### src/rtl/afq_pkg.sv
package afq_pkg;
  typedef enum logic {
    SHARE_STROBED = 1'b0,
    SHARE_CYCLING = 1'b1
  } share_mode_e;
endpackage

### src/rtl/afq_mode_latch.sv
module afq_mode_latch
  import afq_pkg::*;
(
  input  logic        clk,
  input  logic        rst_n,
  input  logic        mode_in,
  output share_mode_e mode_q
);
  // Mode is taken only while reset is held; frozen afterwards.
  always_ff @(posedge clk) begin
    if (!rst_n) mode_q <= share_mode_e'(mode_in);
  end
endmodule

### src/rtl/afq_span_calc.sv
module afq_span_calc #(
  parameter int LANES  = 8,
  parameter int GROUPS = 4,
  parameter int GRP_W  = 2,
  parameter int QCNT_W = 6
) (
  input  logic [QCNT_W-1:0] q_count,
  output logic [GRP_W-1:0]  grp_last
);
  int need;
  // ceil(q_count / LANES), clamped to [1, GROUPS]
  always_comb begin
    need = (int'(q_count) + LANES - 1) / LANES;
    if (need > GROUPS) need = GROUPS;
    if (need < 1) need = 1;
    grp_last = GRP_W'(need - 1);
  end
endmodule

### src/rtl/afq_group_seq.sv
module afq_group_seq
  import afq_pkg::*;
#(
  parameter int GRP_W = 2
) (
  input  logic             clk,
  input  logic             rst_n,
  input  share_mode_e      mode,
  input  logic [GRP_W-1:0] grp_last,
  input  logic             strobe,
  input  logic [GRP_W-1:0] addr_grp,
  output logic [GRP_W-1:0] grp
);
  always_ff @(posedge clk or negedge rst_n) begin
    if (!rst_n) begin
      grp <= '0;
    end else if (mode == SHARE_CYCLING) begin
      grp <= (grp >= grp_last) ? '0 : grp + GRP_W'(1);
    end else if (strobe && (addr_grp <= grp_last)) begin
      grp <= addr_grp;
    end
  end
endmodule

### src/rtl/afq_lane_pick.sv
module afq_lane_pick #(
  parameter int QMAX   = 32,
  parameter int LANES  = 8,
  parameter int GRP_W  = 2,
  parameter int QCNT_W = 6
) (
  input  logic [QMAX-1:0]   af_vec,
  input  logic [QCNT_W-1:0] q_count,
  input  logic [GRP_W-1:0]  grp,
  output logic [LANES-1:0]  lanes
);
  localparam int QIDX_W = $clog2(QMAX);

  for (genvar k = 0; k < LANES; k++) begin : g_lane
    logic [31:0] qidx;
    assign qidx     = 32'(grp) * 32'(LANES) + 32'(k);
    assign lanes[k] = (qidx < 32'(QMAX)) && (qidx < 32'(q_count))
                      && af_vec[qidx[QIDX_W-1:0]];
  end
endmodule

### src/rtl/afq_bus_share.sv
module afq_bus_share
  import afq_pkg::*;
#(
  parameter int QMAX   = 32,
  parameter int LANES  = 8,
  parameter int ADDR_W = 8,
  localparam int GROUPS = QMAX / LANES,
  localparam int GRP_W  = $clog2(GROUPS),
  localparam int LANE_W = $clog2(LANES),
  localparam int QCNT_W = $clog2(QMAX + 1)
) (
  input  logic              clk,
  input  logic              rst_n,
  input  logic              flag_mode,
  input  logic [QCNT_W-1:0] q_count,
  input  logic [QMAX-1:0]   af_vec,
  input  logic [ADDR_W-1:0] wr_addr,
  input  logic              af_strobe,
  output logic [LANES-1:0]  af_bus,
  output logic [GRP_W-1:0]  grp_tag
);
  share_mode_e      share_mode;
  logic [GRP_W-1:0] grp_last;
  logic [GRP_W-1:0] addr_grp;
  logic             unused_addr_bits;

  assign addr_grp         = wr_addr[LANE_W +: GRP_W];
  assign unused_addr_bits = ^wr_addr;

  afq_mode_latch u_mode (
    .clk     (clk),
    .rst_n   (rst_n),
    .mode_in (flag_mode),
    .mode_q  (share_mode)
  );

  afq_span_calc #(
    .LANES (LANES), .GROUPS (GROUPS), .GRP_W (GRP_W), .QCNT_W (QCNT_W)
  ) u_span (
    .q_count  (q_count),
    .grp_last (grp_last)
  );

  afq_group_seq #(.GRP_W (GRP_W)) u_seq (
    .clk      (clk),
    .rst_n    (rst_n),
    .mode     (share_mode),
    .grp_last (grp_last),
    .strobe   (af_strobe),
    .addr_grp (addr_grp),
    .grp      (grp_tag)
  );

  afq_lane_pick #(
    .QMAX (QMAX), .LANES (LANES), .GRP_W (GRP_W), .QCNT_W (QCNT_W)
  ) u_pick (
    .af_vec  (af_vec),
    .q_count (q_count),
    .grp     (grp_tag),
    .lanes   (af_bus)
  );
endmodule

### config.mk
export PLATFORM = sky130hd
export DESIGN_NAME = afq_bus_share
export DESIGN_NICKNAME = d
export VERILOG_FILES = /design/src/rtl/afq_pkg.sv /design/src/rtl/afq_mode_latch.sv /design/src/rtl/afq_span_calc.sv /design/src/rtl/afq_group_seq.sv /design/src/rtl/afq_lane_pick.sv /design/src/rtl/afq_bus_share.sv
export SDC_FILE = /design/constraint.sdc
export NUM_CORES = 1
export LEC_CHECK = 0
export ABC_AREA = 0
export BUFFER_PORTS_ARGS = -buffer_cell sky130_fd_sc_hd__buf_2
export CAP_MARGIN = 20
export CELL_PAD_IN_SITES_DETAIL_PLACEMENT = 0
export CELL_PAD_IN_SITES_GLOBAL_PLACEMENT = 2
export CORE_MARGIN = 5
export CORE_UTILIZATION = 21
export DETAILED_ROUTE_END_ITERATION = 10
export PLACE_DENSITY_LB_ADDON = 0.1
export SYNTH_ARGS = -nofsm -noshare
export SYNTH_HDL_FRONTEND = slang
export SYNTH_SLANG_ARGS = --single-unit
### constraint.sdc
create_clock -name clk -period 2 [get_ports clk]
set_input_delay 0.2 -clock clk [delete_from_list [all_inputs] [get_ports clk]]
set_output_delay 0.2 -clock clk [all_outputs]
set_load 0.01 [all_outputs]
# Word-level counts from Yosys, hierarchy flattened
# Cells that the tools add are included.
# word_totals
reg_bits	3
word_cells	83
# classes
add_sub_neg	12
order_cmp	28
n_mux	21
n_bitwise	1
n_reduce_logical	19
# ops
cell	n
< comparator 32 x 6 -> 1 bit	7
< comparator 32 x 6 -> 1 bit, second input constant	7
< comparator 5 x 6 -> 1 bit, second input constant	9
binary-select mux 1 bit (select 5 bit)	7
adder 32 x 1 -> 32 bit	1
> comparator 32 x 4 -> 1 bit, second input constant	1
< comparator 32 x 2 -> 1 bit, second input constant	1
two-way mux 32 bit	1
subtractor 32 x 2 -> 32 bit, second input constant	1
adder 5 x 3 -> 6 bit, second input constant	4
logical AND 1 bit	17
adder 5 x 2 -> 6 bit, second input constant	2
two-way mux 1 bit	8
two-way mux 2 bit	4
adder 6 x 4 -> 7 bit, second input constant	1
adder 5 x 1 -> 6 bit, second input constant	1
< comparator 5 x 6 -> 1 bit	1
OR reduction 3 bit	1
adder 2 x 1 -> 2 bit, second input constant	1
binary-select mux 1 bit (select 2 bit)	1
>= comparator 2 bit	1
<= comparator 2 bit	1
nonzero test 2 bit	1
subtractor 2 bit, second input constant	1
bitwise AND 1 bit	1

# Depth between registers and ports, before layout
# depth
ltp_word	14
ltp_mapped	16
ltp_nobuf	16

# Cells and area by module
# Synthesis repeated with hierarchy kept, for this count alone.
# hier_totals
hier_cells	76
area_unflattened_um2	699.4
# modules_own_cells
mod	instances	cells_per_inst	area_per_inst_um2
afq_lane_pick	1	42	395.4
afq_group_seq	1	25	226.5
afq_span_calc	1	7	43.8
afq_mode_latch	1	2	33.8

# Worst setup path after synthesis
# No wires, ideal clock.
# synth_timing
kind	input port to flip-flop
startpoint	input q_count[2]
endpoint	register u_seq.grp[1]
setup_ns	0.083
arrival_ns	3.043
required_time_ns	1.917
slack_ns	-1.125
cell_stages	15
path_buffers	1
path_cell_list	buf_6 or3_4 a221oi_1 ha_1 ha_1 inv_1 a211oi_1 mux2i_1 o31a_1 ha_1 nand2b_1 a211o_1 nor3_1 a21oi_1 o21ai_0
# synth_between
elab_chain_cells	13
word_cells_on_any_way	16
cone_classes	add/sub: 4; order compare: 4; mux: 4; bitwise: 1; reduce/logical: 3
# synth_rtl
item	line	source
from (decl)	afq_bus_share.sv:15	input logic [QCNT_W-1:0] q_count,
adder 6 x 4 -> 7 bit (*)	afq_span_calc.sv:13	need = (int'(q_count) + LANES - 1) / LANES;
subtractor 32 x 2 -> 32 bit (*)	afq_span_calc.sv:13	
OR reduction 3 bit (no source line)	n/a	
bitwise AND 1 bit (no source line)	n/a	
adder 32 x 1 -> 32 bit (no source line) (*)	n/a	
> comparator 32 x 4 -> 1 bit	afq_span_calc.sv:14	if (need > GROUPS) need = GROUPS;
two-way mux 32 bit (*)	afq_span_calc.sv:14	
< comparator 32 x 2 -> 1 bit	afq_span_calc.sv:15	if (need < 1) need = 1;
two-way mux 2 bit (*)	afq_span_calc.sv:15	
subtractor 2 bit (*)	afq_span_calc.sv:16	grp_last = GRP_W'(need - 1);
>= comparator 2 bit / <= comparator 2 bit (equally long branches)	afq_group_seq.sv:18, afq_group_seq.sv:19	
two-way mux 2 bit / logical AND 1 bit (equally long branches)	afq_group_seq.sv:18, afq_group_seq.sv:19	
two-way mux 2 bit / nonzero test 2 bit (equally long branches)	n/a	
to (signal assigned)	afq_group_seq.sv:18	grp <= (grp >= grp_last) ? '0 : grp + GRP_W'(1);
to (signal assigned)	afq_group_seq.sv:20	grp <= addr_grp;
to (decl)	afq_group_seq.sv:12	output logic [GRP_W-1:0] grp
# Every way passes the cells marked *; elsewhere a longest branch is shown, timed or not.
# A chain may end at the register's enable or synchronous reset.

# Worst setup path after layout
# Same ends and word-level chain as after synthesis.

==> out/metrics.cfg <==
[outcome]
status=complete, but fails checks
violations=negative setup slack

[worst_setup_path]
startpoint_type=primary input
worstPathArrival_ns=3.09
cp.required_ns=2.14
reg2reg_from=u_seq.grp[0]
r2r_setup_slack_ns=0.33
path_max_fanout=3
crit_type=primary input to flip-flop
reg2reg_depth=7
worstReg2RegEnd=u_seq.grp[1]
cp-end-kind=flip-flop

[die]
die_x_um=77.95
ioPinCount=60
core-area_um2=4414
die_area_um2=6076
start_util_pct=21.97
rows=24
die_h_um=77.95

[cts]
ctsHtreeMaxLevel=1
cts.sink_count=3
root_buffer=clkbuf_8
cts_tree=done
path_clk_slew_ns=0.03
clkLatencyLatePin_ns=0.21
numCtsBuffers=3
clock_path_buffers=2

[sta]
setup_viol=2
clock.fmax_mhz=338.1
period_share_pct=147.9
slew_violations=0
final.setup.worst_slack_ns=-0.9574
rsz0062_at_grt=true
fin_skew_ns=0.0003256
hold_viol=0
tightest_slew_ns=0.4292
fin_crit_ns=2.957
slew_headroom_pct=71.12

[synth]
yosys.area_share.simple_pct=19.23
syn_area_um2=969.7
avgSynthCellArea_um2=8.979
ys.flop_type=dfrtp_1
synthAdderAreaFrac_pct=15.48
synth_top_family_by_area=compound AO/OA/AOI/OAI gates
synth_compound_area_share_pct=25.42
syn_nets=170
synth_seq_cells=3
synth.area.mux_share_pct=21.16
synthArstFlopShare_pct=66.67
synth_cell_type_count=42
netlist_instances=108
synth.largest_area_cell=mux4_2
synth.area.top_cells=mux4_2 (19%), ha_1 (15%), a21oi_1 (5.2%)
netlist.area_leader.share_pct=18.58
yosysWarningCount=0
synth_edf_count=1
synth_xor_area_share_pct=4.516
synth.yosys.seq_area_share_pct=8.258

[pwr]
p_leak_uw=0.0007845
irDropWorstVdd_mv=0.5065
power_uw=1044
powerDensity_nw_per_um2=621.9

[global_routing]
grt_pass1_wl_mm=5.602
grt_pass1_vias=1209
antenna_found_initial=0
overflow=0
grt_max_degree=13
grt.total_usage_pct=10.68

[detailed_routing]
drtAntennaViolNets=0
post-route-drc-count=0
wirelength_mm=3.353
drt_pass1_iterations=4
drt-initial-drc-count=31
via_per_inst=4.827
vias=1173
wl_per_cell_um=13.80

[worst_hold_path]
hold_path_end=u_mode.mode_q
min_from=flag_mode
hold_path_class=primary input to flip-flop
hold_path_depth=1

[layout]
synthToLayoutAreaGrowth_pct=73.16
fin_cells=243
antennaDiodeCount=0
drive_gt1_share_pct=61.26
nNetsFinal=254

[run]
drv_cap=0

[place]
place_inst=235
dp_hpwl_mm=2.810
gp_congestion=0.7820
port_buffers=53

[worst max path at each step]
stage | start | to | slack (ns) | cells past startpoint
floorplan | q_count[2] | u_seq.grp[1] | -0.98 | 15
global placement | q_count[0] | u_seq.grp[1] | -1.26 | 14
detailed placement | q_count[1] | u_seq.grp[1] | -1.30 | 16
CTS | q_count[2] | u_seq.grp[0] | -0.97 | 16
global route | q_count[2] | u_seq.grp[0] | -1.07 | 15
finish | q_count[2] | u_seq.grp[1] | -0.96 | 14
[logic make-up (layout without fill, tap and decap cells)]
group,Yosys count,after routing
AOI/OAI and AO/OA,35,35
and+or+nand+nor,30,30
buffers and inverters,13,96
adders and majority gates,12,12
muxes,10,10
xor gates and xnor gates,5,5
DFF,3,3
[Yosys cell counts, types with 2 or more instances]
cell	instances
mux4_2	8
inv_1	8
a21oi_1	10
xnor2_1	4
a21o_1	3
ha_1	12
nor2b_1	2
nor3b_1	3
nor2_1	3
a221oi_1	2
nand2_1	6
o21ai_0	5
o21a_1	4
clkbuf_1	3
dfrtp_1	2
o32ai_1	2
a211oi_1	2
nand3_1	3
nor3_1	3
[flip-flops by register name (all words and copies together), names as in the netlist]
register and count:
u_mode.mode_q 1, u_seq.grp 2
[cell type report]
type,instances,area (um2)
multi-input cells,92,939.7
fillers,457,2735
repair buffers,84,516.7
clock buffers,4,45.04
inverters,8,32.53
well taps,52,65.06
flip-flops and latches,3,80.08
[worst max-delay path: stages]
cell      delay, ns
buf_8          0.10
or4b_4         0.57
nor3_2         0.13
ha_1           0.25
nand4b_1       0.26
o32ai_2        0.15
nand2_1        0.12
o31a_1         0.31
ha_1           0.28
nand2b_4       0.13
a211o_1        0.27
nor3_1         0.14
a21oi_1        0.06
o21ai_1        0.12
[cell usage in the layout (no fill, tap or decap), types with 2 or more instances in the layout]
master    instances
buf_2            51
buf_4            30
a21oi_1           9
mux4_2            8
ha_1              8
inv_1             7
nand2_1           6
o21a_1            4
nand3_1           3
xnor2_1           3
nor3b_1           3
a21o_1            3
o21ai_1           3
clkbuf_8          3
a211oi_2          2
o32ai_2           2
nor2b_1           2
nor2_1            2
nor3_1            2
ha_4              2
ha_2              2
dfrtp_1           2
[repair_timing]
item,4_1_cts,5_1_grt
setup endpoints to repair,2,2
pin swaps,13,7
hold buffers,1,0
endpoints found under the hold margin,2,0
gates resized for setup,14,6
setup buffers,1,2
[power breakdown]
group	switching (uW)	total (uW)	leakage, uW	internal, uW
Clock	38.9	175	0.0000228	136
Sequential	16.1	95.5	0.0000341	79.4
Combinational	355	774	0.000728	419
[metrics by stage]
stage	hold slack, ns	setup slack, ns	area, um2	TNS, ns	util (%)
after floorplan	-0.09559	-0.9843	1015	-1.915	-
after global placement	-0.003749	-1.264	1516	-2.459	34.35
after detailed placement	-0.002563	-1.296	1516	-2.537	34.35
after CTS	0.1562	-0.9726	1637	-1.905	37.07
after global routing	0.1655	-1.070	1679	-2.139	38.04
final	0.1625	-0.9574	1679	-1.876	38.04
[layer usage]
layer	global-route usage [%]	part of all wire [%]	up-vias
met5	0	0	-
met4	1.520	0	0
met3	2.199	6.8	0
met2	18.28	48	30
met1	14.11	45	550
li1	-	-	593
(Power assumes the default switching activity.)
